$ cat src/rtl/itrk_pkg.sv
package itrk_pkg;
  // Strobes issued by the interval control to the counting datapath
  typedef struct packed {
    logic latch;   // register the selection results this cycle
    logic clear;   // zero every counter at this edge
  } itrkStrobe_t;
endpackage

$ cat src/rtl/itrk_satcnt.sv
module itrk_satcnt #(
  parameter int CNT_W = 16
) (
  input  logic             clk,
  input  logic             rst_n,
  input  logic             clr,
  input  logic             inc,
  output logic [CNT_W-1:0] count
);
  localparam logic [CNT_W-1:0] TOP = '1;

  always_ff @(posedge clk or negedge rst_n) begin
    if (!rst_n)                  count <= '0;
    else if (clr)                count <= '0;
    else if (inc && count != TOP) count <= count + 1'b1;
  end

  // a full counter holds its value until it is cleared
  assert_no_overflow_R9: assert property (@(posedge clk) disable iff (!rst_n)
    (count == TOP && !clr) |=> count == TOP);

  // a clear always leaves the counter at zero
  assert_clear_zero_R10: assert property (@(posedge clk) disable iff (!rst_n)
    clr |=> count == '0);
endmodule

$ cat src/rtl/itrk_ctrl.sv
module itrk_ctrl
  import itrk_pkg::*;
#(
  parameter int CNT_W = 16
) (
  input  logic             clk,
  input  logic             rst_n,
  input  logic             intervalEnd,
  output itrkStrobe_t      strobe,
  output logic [CNT_W-1:0] sharedCycles,
  output logic             resultValid
);
  always_comb begin
    strobe.latch = intervalEnd;
    strobe.clear = intervalEnd;
  end

  // Cycle count of the running interval; the boundary cycle itself is not counted
  itrk_satcnt #(.CNT_W(CNT_W)) uShared (
    .clk(clk), .rst_n(rst_n), .clr(intervalEnd), .inc(1'b1), .count(sharedCycles)
  );

  always_ff @(posedge clk or negedge rst_n) begin
    if (!rst_n)           resultValid <= 1'b0;
    else if (strobe.latch) resultValid <= 1'b1;
  end

  // a boundary always leaves results marked valid
  assert_valid_after_latch_R6: assert property (@(posedge clk) disable iff (!rst_n)
    strobe.latch |=> resultValid);
endmodule

$ cat src/rtl/itrk_datapath.sv
module itrk_datapath
  import itrk_pkg::*;
#(
  parameter int NUM_CORES = 4,
  parameter int NUM_BANKS = 4,
  parameter int ROW_W     = 8,
  parameter int CNT_W     = 16,
  localparam int CIDX_W   = $clog2(NUM_CORES),
  localparam int BIDX_W   = $clog2(NUM_BANKS)
) (
  input  logic                           clk,
  input  logic                           rst_n,
  input  itrkStrobe_t                    strobe,
  input  logic [CNT_W-1:0]               sharedCycles,
  input  logic                           reqValid,
  input  logic [CIDX_W-1:0]              reqCore,
  input  logic [BIDX_W-1:0]              reqBank,
  input  logic [ROW_W-1:0]               reqRow,
  input  logic                           reqHit,
  input  logic                           busyValid,
  input  logic [CIDX_W-1:0]              busyOwner,
  input  logic [NUM_CORES-1:0]           waitMask,
  output logic [NUM_CORES*CNT_W-1:0]     excessFlat,
  output logic [NUM_CORES*NUM_CORES*CNT_W-1:0] pairFlat,
  output logic [CIDX_W-1:0]              slowCore,
  output logic [CIDX_W-1:0]              hurtCore,
  output logic [CNT_W-1:0]               slowAlone
);
  // Remembered row per core per bank, as if each core ran alone
  logic [ROW_W-1:0]  shadowRow [NUM_CORES][NUM_BANKS];
  logic              shadowOk  [NUM_CORES][NUM_BANKS];
  // Core that opened the row currently in each bank's buffer
  logic [CIDX_W-1:0] openOwner [NUM_BANKS];
  logic              openOk    [NUM_BANKS];

  logic                 rowEvt;
  logic [NUM_CORES-1:0] hurtBy [NUM_CORES];  // [victim][culprit]
  logic [NUM_CORES-1:0] victimBit;

  logic [CNT_W-1:0] excessCnt [NUM_CORES];
  logic [CNT_W-1:0] pairCnt   [NUM_CORES][NUM_CORES];

  // ---------------- row-buffer state ----------------
  always_ff @(posedge clk or negedge rst_n) begin
    if (!rst_n) begin
      for (int c = 0; c < NUM_CORES; c++)
        for (int b = 0; b < NUM_BANKS; b++) shadowOk[c][b] <= 1'b0;
      for (int b = 0; b < NUM_BANKS; b++) begin
        openOk[b]    <= 1'b0;
        openOwner[b] <= '0;
      end
    end else if (reqValid) begin
      shadowOk[reqCore][reqBank] <= 1'b1;
      openOk[reqBank]            <= 1'b1;
      openOwner[reqBank]         <= reqCore;
    end
  end

  always_ff @(posedge clk) begin
    if (reqValid) shadowRow[reqCore][reqBank] <= reqRow;
  end

  // ---------------- interference detection ----------------
  always_comb begin
    rowEvt = reqValid && !reqHit && openOk[reqBank] && shadowOk[reqCore][reqBank]
             && (shadowRow[reqCore][reqBank] == reqRow) && (openOwner[reqBank] != reqCore);
    for (int v = 0; v < NUM_CORES; v++) begin
      for (int a = 0; a < NUM_CORES; a++) begin
        hurtBy[v][a] = 1'b0;
        if (v != a) begin
          if (busyValid && waitMask[v] && busyOwner == CIDX_W'(a)) hurtBy[v][a] = 1'b1;
          if (rowEvt && reqCore == CIDX_W'(v) && openOwner[reqBank] == CIDX_W'(a))
            hurtBy[v][a] = 1'b1;
        end
      end
      victimBit[v] = |hurtBy[v];
    end
  end

  // ---------------- counters ----------------
  for (genvar v = 0; v < NUM_CORES; v++) begin : gVictim
    itrk_satcnt #(.CNT_W(CNT_W)) uExc (
      .clk(clk), .rst_n(rst_n), .clr(strobe.clear), .inc(victimBit[v]), .count(excessCnt[v])
    );
    assign excessFlat[v*CNT_W +: CNT_W] = excessCnt[v];

    // a core cannot lose more cycles than the interval has had
    assert_excess_bounded_R8: assert property (@(posedge clk) disable iff (!rst_n)
      excessCnt[v] <= sharedCycles);

    for (genvar a = 0; a < NUM_CORES; a++) begin : gCulprit
      if (v != a) begin : gPair
        itrk_satcnt #(.CNT_W(CNT_W)) uPair (
          .clk(clk), .rst_n(rst_n), .clr(strobe.clear), .inc(hurtBy[v][a]), .count(pairCnt[v][a])
        );
        // a pair entry never runs ahead of the victim's excess count
        assert_pair_le_excess_R5: assert property (@(posedge clk) disable iff (!rst_n)
          pairCnt[v][a] <= excessCnt[v]);
      end else begin : gDiag
        assign pairCnt[v][a] = '0;
      end
      assign pairFlat[(v*NUM_CORES+a)*CNT_W +: CNT_W] = pairCnt[v][a];
    end
  end

  // ---------------- selection (ties to lowest index) ----------------
  logic [CIDX_W-1:0] slowSel, hurtSel;
  logic [CNT_W-1:0]  slowMax, hurtMax;
  logic              hurtFound;

  always_comb begin
    slowSel = '0;
    slowMax = excessCnt[0];
    for (int i = 1; i < NUM_CORES; i++) begin
      if (excessCnt[i] > slowMax) begin
        slowMax = excessCnt[i];
        slowSel = CIDX_W'(i);
      end
    end
    hurtSel   = '0;
    hurtMax   = '0;
    hurtFound = 1'b0;
    for (int j = 0; j < NUM_CORES; j++) begin
      if (CIDX_W'(j) != slowSel && (!hurtFound || pairCnt[slowSel][j] > hurtMax)) begin
        hurtFound = 1'b1;
        hurtMax   = pairCnt[slowSel][j];
        hurtSel   = CIDX_W'(j);
      end
    end
  end

  always_ff @(posedge clk or negedge rst_n) begin
    if (!rst_n) begin
      slowCore  <= '0;
      hurtCore  <= '0;
      slowAlone <= '0;
    end else if (strobe.latch) begin
      slowCore  <= slowSel;
      hurtCore  <= hurtSel;
      slowAlone <= sharedCycles - slowMax;
    end
  end

  // the reported culprit is never the victim itself once results exist
  assert_culprit_not_victim_R7: assert property (@(posedge clk) disable iff (!rst_n)
    strobe.latch |=> hurtCore != slowCore);
endmodule

$ cat src/rtl/core_interference_tracker.sv
module core_interference_tracker
  import itrk_pkg::*;
#(
  parameter int NUM_CORES = 4,
  parameter int NUM_BANKS = 4,
  parameter int ROW_W     = 8,
  parameter int CNT_W     = 16,
  localparam int CIDX_W   = $clog2(NUM_CORES),
  localparam int BIDX_W   = $clog2(NUM_BANKS)
) (
  input  logic                                  clk,
  input  logic                                  rst_n,
  input  logic                                  reqValid,
  input  logic [CIDX_W-1:0]                     reqCore,
  input  logic [BIDX_W-1:0]                     reqBank,
  input  logic [ROW_W-1:0]                      reqRow,
  input  logic                                  reqHit,
  input  logic                                  busyValid,
  input  logic [CIDX_W-1:0]                     busyOwner,
  input  logic [NUM_CORES-1:0]                  waitMask,
  input  logic                                  intervalEnd,
  output logic [NUM_CORES*CNT_W-1:0]            excessFlat,
  output logic [NUM_CORES*NUM_CORES*CNT_W-1:0]  pairFlat,
  output logic                                  resultValid,
  output logic [CIDX_W-1:0]                     slowCore,
  output logic [CIDX_W-1:0]                     hurtCore,
  output logic [CNT_W-1:0]                      slowAlone
);
  itrkStrobe_t      strobe;
  logic [CNT_W-1:0] sharedCycles;

  itrk_ctrl #(.CNT_W(CNT_W)) uCtrl (
    .clk(clk), .rst_n(rst_n), .intervalEnd(intervalEnd),
    .strobe(strobe), .sharedCycles(sharedCycles), .resultValid(resultValid)
  );

  itrk_datapath #(
    .NUM_CORES(NUM_CORES), .NUM_BANKS(NUM_BANKS), .ROW_W(ROW_W), .CNT_W(CNT_W)
  ) uData (
    .clk(clk), .rst_n(rst_n), .strobe(strobe), .sharedCycles(sharedCycles),
    .reqValid(reqValid), .reqCore(reqCore), .reqBank(reqBank), .reqRow(reqRow),
    .reqHit(reqHit), .busyValid(busyValid), .busyOwner(busyOwner), .waitMask(waitMask),
    .excessFlat(excessFlat), .pairFlat(pairFlat),
    .slowCore(slowCore), .hurtCore(hurtCore), .slowAlone(slowAlone)
  );
endmodule

$ cat config.mk
export PLATFORM = sky130hd
export DESIGN_NAME = core_interference_tracker
export DESIGN_NICKNAME = d
export VERILOG_FILES = /design/src/rtl/itrk_pkg.sv /design/src/rtl/itrk_satcnt.sv /design/src/rtl/itrk_ctrl.sv /design/src/rtl/itrk_datapath.sv /design/src/rtl/core_interference_tracker.sv
export SDC_FILE = /design/constraint.sdc
export NUM_CORES = 1
export LEC_CHECK = 0
export ABC_CLOCK_PERIOD_IN_PS = 14200
export BUFFER_PORTS_ARGS = -buffer_cell sky130_fd_sc_hd__buf_2
export CAP_MARGIN = 5
export CELL_PAD_IN_SITES_DETAIL_PLACEMENT = 2
export CELL_PAD_IN_SITES_GLOBAL_PLACEMENT = 2
export CORE_ASPECT_RATIO = 0.5
export CORE_MARGIN = 2
export CORE_UTILIZATION = 30
export CTS_CLUSTER_DIAMETER = 60
export DETAILED_ROUTE_END_ITERATION = 6
export GPL_ROUTABILITY_DRIVEN = 0
export PLACE_DENSITY_LB_ADDON = 0.05
export SLEW_MARGIN = 30
export SYNTH_ARGS = -nofsm -noshare
export SYNTH_HDL_FRONTEND = slang
export SYNTH_SLANG_ARGS = --single-unit
$ cat constraint.sdc
create_clock -name clk -period 14.2 [get_ports clk]
set_input_delay 0.71 -clock clk [delete_from_list [all_inputs] [get_ports clk]]
set_output_delay 0.71 -clock clk [all_outputs]
set_load 0.01 [all_outputs]
==> Yosys cells after proc, flatten, opt, wreduce, memory -nomap -nowiden <==
Memory sizes are Yosys's and may differ from the RTL's.
Index checks and enable logic that the tools add are counted.
{ "op_classes": {"n_addsub": 18, "n_lt_le_gt_ge": 11, "eq_ne": 31, "mux": 102, "bitwise": 5, "n_reduce_logical": 90} }
{ "ops": {"columns": ["operator", "count"], "rows": [
  ["2-to-1 mux 16 bit", 40],
  ["adder 16 x 1 -> 16 bit, second input constant", 17],
  ["inequality test 16 bit, second input constant", 17],
  ["binary-select mux 64 bit (select 2 bit)", 1],
  ["2-to-1 mux 64 bit", 2],
  ["> comparator 16 bit", 6],
  ["logical AND 1 bit", 58],
  ["nonzero test 2 bit", 18],
  ["2-to-1 mux 1 bit", 35],
  ["2-to-1 mux 32 bit", 1],
  ["2-to-1 mux 8 bit", 3],
  ["binary-select mux 8 bit (select 2 bit)", 1],
  ["demux 8 bit (select 2 bit)", 1],
  ["OR 16 bit", 1],
  ["subtractor 16 bit", 1],
  ["2-to-1 mux 2 bit", 7],
  ["== test 2 bit, second input constant", 6],
  ["2-to-1 mux 4 bit", 3],
  ["OR reduction 3 bit", 4],
  ["greater-or-equal comparator 3 bit, second input constant", 3],
  ["NOT 2 -> 3 bit", 3],
  ["binary-select mux 4 bit (select 2 bit)", 1],
  ["bitwise mux 8 bit", 1],
  ["demux 4 bit (select 2 bit)", 1],
  ["other kinds (14)", 26]
]} }
{ "word_totals": {"ff_bits": 321, "ram_bits": 128, "inputBits": 24, "out_inout_bits": 341, "wordCells": 303, "mem_count": 1} }
{ "mem_list": {"columns": ["name", "words", "word_bits", "read_ports", "rd_clocked_by_memory_dff", "write_ports", "line", "rtl"], "rows": [
  ["uData.shadowRow", 4, 32, 1, 0, 1, "itrk_datapath.sv:30", "logic [ROW_W-1:0] shadowRow [NUM_CORES][NUM_BANKS];"]
]} }

==> Depth between registers and ports, before layout <==
{ "logic_depth": {"ltp_word": 23, "ltp_mapped": 70, "depth_no_buf": 61} }

==> Modules after synthesis <==
Synthesis repeated with hierarchy kept, for this count alone.
{ "unflattened": {"hier_cells": 2954, "hier_area_um2": 29284.3} }
{ "by_module_without_submodules": {"columns": ["mod", "instances", "cells_per_inst", "area_per_inst_um2", "seq_area_each_um2"], "rows": [
  ["itrk_satcnt at uCtrl.uShared ...", 16, 98, 942.2, 400.4],
  ["itrk_datapath", 1, 1287, 13228.9, 5044.8],
  ["itrk_satcnt at uData.gVictim[3].uExc", 1, 94, 930.9, 400.4],
  ["itrk_ctrl", 1, 5, 50.0, 25.0]
]} }

==> Least setup slack after synthesis <==
No wires, ideal clock.
{ "synth_path": {"path_kind": "register to register", "start": "reg uData.gVictim[0].uExc.count[15]", "end": "reg uData.hurtCore[1]", "setup_ns": 0.142, "arrival_time_ns": 12.388, "required_ns": 14.058, "setup_slack_ns": 1.671, "stages_incl_launch_ff": 66, "n_path_buf": 8, "synth_period_minus_slack_ns": 12.529, "cell_sequence": "dfrtp_1 -> inv_1 -> ha_1 -> nand4_1 -> a2111oi_0 -> nor3_1 -> nor2_1 -> clkbuf_1 -> clkbuf_1 -> a21oi_1 -> ha_1 -> a21oi_1 -> nand2_1 -> a221o_1 -> a221o_1 -> a21oi_1 -> clkbuf_1 -> buf_1 -> [30 not listed] -> nor2b_1 -> o21ai_0 -> a31oi_1 -> o221ai_1 -> clkbuf_1 -> nor2_1 -> a21o_1 -> ha_1 -> nand3_1 -> o221ai_1 -> a21o_1 -> a21o_1 -> a21o_1 -> a21o_1 -> a21oi_1 -> a311oi_1 -> inv_1 -> a31oi_1"} }
{ "synth_via": {"elab_chain_cells": 23, "word_cells_on_any_way": 36, "classes_between": "6 x order compare; 3 x eq/ne; 16 x mux; 1 x bitwise; 10 x reduce/logical"} }
{ "synth_rtl": {"columns": ["item", "line", "rtl"], "rows": [
  ["start: declaration", "itrk_satcnt.sv:8", "output logic [CNT_W-1:0] count"],
  ["start signal: assignment", "itrk_satcnt.sv:15", "else if (inc && count != TOP) count <= count + 1'b1;"],
  ["> comparator 16 bit", "itrk_datapath.sv:115", "if (excessCnt[i] > slowMax) begin"],
  ["2-to-1 mux 16 bit", "itrk_datapath.sv:115", null],
  ["> comparator 16 bit", "itrk_datapath.sv:115", null],
  ["2-to-1 mux 16 bit", "itrk_datapath.sv:115", null],
  ["> comparator 16 bit", "itrk_datapath.sv:115", null],
  ["2-to-1 mux 2 bit (*)", "itrk_datapath.sv:115", null],
  ["NOT 2 -> 3 bit", null, null],
  ["binary-select mux 64 bit (select 2 bit)", null, null],
  ["[7 not listed]", null, null],
  ["> comparator 16 bit or logical NOT 1 bit (tied branches)", "itrk_datapath.sv:124", "if (CIDX_W'(j) != slowSel && (!hurtFound || pairCnt[slowSel][j] > hurtMax)) begin"],
  ["logical OR 1 bit", "itrk_datapath.sv:124", null],
  ["logical AND 1 bit", "itrk_datapath.sv:124", null],
  ["2-to-1 mux 16 bit or 2-to-1 mux 1 bit (tied branches)", "itrk_datapath.sv:124", null],
  ["> comparator 16 bit or logical NOT 1 bit (tied branches)", "itrk_datapath.sv:124", null],
  ["logical OR 1 bit", "itrk_datapath.sv:124", null],
  ["logical AND 1 bit", "itrk_datapath.sv:124", null],
  ["2-to-1 mux 2 bit (*)", "itrk_datapath.sv:124", null],
  ["end signal: assignment", "itrk_datapath.sv:139", "hurtCore <= hurtSel;"],
  ["end: declaration", "itrk_datapath.sv:26", "output logic [CIDX_W-1:0] hurtCore,"]
]} }
Mark *: on every way between the ends. The rest lies on a longest branch, timed or not. The select of a mux whose other input is x is not followed.
A chain may end at the register's enable or synchronous reset.

==> Final worst setup path <==
{ "layout_path": {"start": "reg uData.gVictim[0].uExc.count[14]", "end": "reg uData.hurtCore[1]"} }
The elaborated chain is that of the path after synthesis.

==> flow_metrics.py <==
metrics = {
    "critical_path": {
        "r2r_setup_slack_ns": 1.07,
        "crit_slowest_cell": "a221oi_1",
        "crit_type": "flip-flop to flip-flop",
        "reg2regPathDepth": 51,
        "cp_slowest_stage_delay_ns": 0.61,
        "reg2reg_to": "uData.hurtCore[1]",
        "end_kind": "flip-flop",
        "arrival_ns": 13.59,
        "critical_path.startpoint": "uData.gVictim[0].uExc.count[14]",
        "cp_max_fo": 26,
        "startpoint_type": "flip-flop",
        "cpMostUsedCell": "a21o_1",
        "cp_data_required_time_ns": 14.66,
        "r2r-start": "uData.gVictim[0].uExc.count[14]",
    },
    "clock_tree": {
        "clk_pin_slew_ns": 0.07,
        "root_buffer": "clkbuf_16",
        "cts.sinks": 449,
        "htree_levels": 2,
        "cts_made_buffers": 51,
        "cts_tree": "yes",
        "clk_path_buf_depth": 3,
        "clock_latency_ns": 0.64,
    },
    "worst_hold_path": {
        "min_path_type": "primary input to async pin",
    },
    "detailed_routing": {
        "drt_iter0_markers": 1119,
        "first_pass_iters": 5,
        "routedWlPerCell_um": 23.9,
        "drt-vias-per-instance": 5.21,
        "antenna_left": 0,
        "dr_total_vias": 22100,
        "wl_um": 101000,
        "route.detailed.drc": 0,
    },
    "logic_synthesis": {
        "synth_top_cell_by_area": "dfrtp_1",
        "synth_top_cell_area_share_pct": 29.7,
        "synth.most_common_cell": "nor2_1",
        "synth_edf_count": 128,
        "avgSynthCellArea_um2": 9.77,
        "ys_top_cells_by_count": "nor2_1 (359), dfrtp_1 (321), nand2_1 (267)",
        "synth_seq_cells": 449,
        "synthFlopType": "dfrtp_1",
        "synth.cell_area_um2": 27000,
        "synthTopCellsByArea": "dfrtp_1 (30%), edfxtp_1 (14%), ha_1 (5.9%)",
        "yosysWarnings": 0,
        "synth.distinct_cells": 78,
        "ys_async_sr_fraction_pct": 71.5,
        "syn_inst": 2767,
        "yosysSeqAreaShare_pct": 43.9,
    },
    "global_routing": {
        "grt_overflow_total": 0,
        "grt_max_degree": 91,
        "antenna_found_initial": 4,
        "grt_usage_pct": 21.6,
        "grt_pass1_wl_um": 154000,
        "grt_pass1_vias": 23700,
    },
    "floorplanning": {
        "initial_core_util_pct": 30.4,
        "placementRows": 77,
        "die_w_um": 428,
        "die-area_um2": 92700,
        "io_pins": 365,
        "dieHeight_um": 216,
        "coreArea_um2": 88800,
    },
    "placed_design": {
        "dp_slack_ns": 0.269,
        "placed_cell_area_um2": 29500,
        "place.port_buffers": 300,
        "dp.cells": 4151,
        "dp_hpwl_um": 75300,
    },
    "run_status": {
        "status": "finished clean",
    },
    "timing": {
        "rsz0062_at_grt": "false",
        "finalCritPeriodShare_pct": 92.5,
        "hold_violations": 0,
        "setup_slack_ns": 1.07,
        "final_max_slew_viol_count": 0,
        "setup_viol": 0,
        "tns_ns": 0,
        "relSlewSlack_pct": 32.9,
        "post-route-min-period_ns": 13.13,
        "tightest_slew_ns": 1.00,
        "finClkSkew_ns": 0.0282,
        "fmax_mhz": 76.1,
    },
    "pwr": {
        "p_per_area_nw_per_um2": 112,
        "ir_worst_vdd_uv": 99.9,
        "p_total_mw": 3.51,
        "power_leakage_nw": 13.2,
    },
    "cells_and_area": {
        "drive_above_1_share_pct": 18.3,
        "syn_to_final_growth_pct": 15.5,
        "final_area_um2": 31200,
        "stdcell_count": 4251,
        "fin_nets": 3174,
    },
    "run": {
        "maxCapViolations": 0,
    },
}
[flip-flops by register name, summed over array words and instances, names as in the netlist, 4 cells and up]
name                                      count
uCtrl.uShared.count                          16
uData.gVictim.gCulprit.gPair.uPair.count    192
uData.gVictim.uExc.count                     64
uData.openOk                                  4
uData.openOwner                               8
uData.shadowOk                               16
uData.shadowRow                             128
uData.slowAlone                              16
[layout make-up]
| type | count | area (um^2) |
|---|---|---|
| inverters | 93 | 349 |
| repair buffers | 337 | 1820 |
| well taps | 1185 | 1480 |
| flip-flops and latches | 449 | 11900 |
| diodes | 3 | 7.51 |
| clock inverters | 29 | 313 |
| multi-input cells | 2090 | 14000 |
| clock buffers | 65 | 1380 |
| fillers | 9768 | 57600 |
[repair_timing]
action	4_1_cts	5_1_grt
endpoints found under the hold margin	0	0
resized for setup	0	6
buffers inserted	0	0
endpoints found under the setup margin	0	2
hold buffers	0	0
[cell usage in the layout (no fill, tap or decap), types with 33 or more instances in the layout]
cell type / instances
mux2_2: 45
edfxtp_1: 128
a21oi_1: 146
xor2_1: 75
ha_1: 127
nor2_1: 347
conb_1: 64
nand4_1: 60
xnor2_1: 146
a21o_1: 37
clkbuf_16: 52
and3_1: 78
a221oi_1: 33
o21ai_0: 77
buf_4: 34
nor3_1: 78
nand2_1: 267
nand3_1: 98
inv_1: 93
dfrtp_1: 321
or3_1: 44
buf_2: 298
[layer usage]
metal  global-route usage, %  share of wire [%]
met2                    37.5                 49
met5                       0              0.013
met4                    6.18                2.6
met1                    28.0                 45
met3                    3.24                3.1
[critical path, delay by kind of cell, from the launching register on]
family	cells	cell delay [ns]
AO/OA/AOI/OAI	32	7.56
multiplexers	2	0.83
buffers and inverters	5	1.11
AND/OR/NAND/NOR	6	1.07
adder cells (fa/ha/maj)	6	1.97
flip-flops	1	0.39
[how the worst max path moves through the flow]
| stage | cells past startpoint | end |
|---|---|---|
| after floorplan | 65 | uData.hurtCore[1] |
| after global placement | 49 | uData.hurtCore[1] |
| after detailed placement | 50 | uData.hurtCore[1] |
| after CTS | 50 | uData.hurtCore[1] |
| after global routing | 58 | uData.hurtCore[1] |
| final | 51 | uData.hurtCore[1] |
[cell families after synthesis]
kind of cell,synth area share (%)
AND/OR/NAND/NOR,20.1
flip-flops,43.9
AO/OA/AOI/OAI,10.2
buffers and inverters,5.69
XOR/XNOR,7.38
adder cells (fa/ha/maj),5.95
multiplexers,6.68
other,0.0139
[stage by stage]
stage,utilization [%],hold WS (ns)
after floorplan,-,0.414
final,35.1,0.0378
after global placement,33.1,0.446
after CTS,35.1,0.0240
after global routing,35.1,0.0460
after detailed placement,33.2,0.451
[power breakdown]
part / switching [mW] / internal, mW
registers: 0.0285 / 1.38
logic: 0.447 / 0.261
clock network: 0.610 / 0.785
Note: power is estimated with default switching activity, not from simulation.
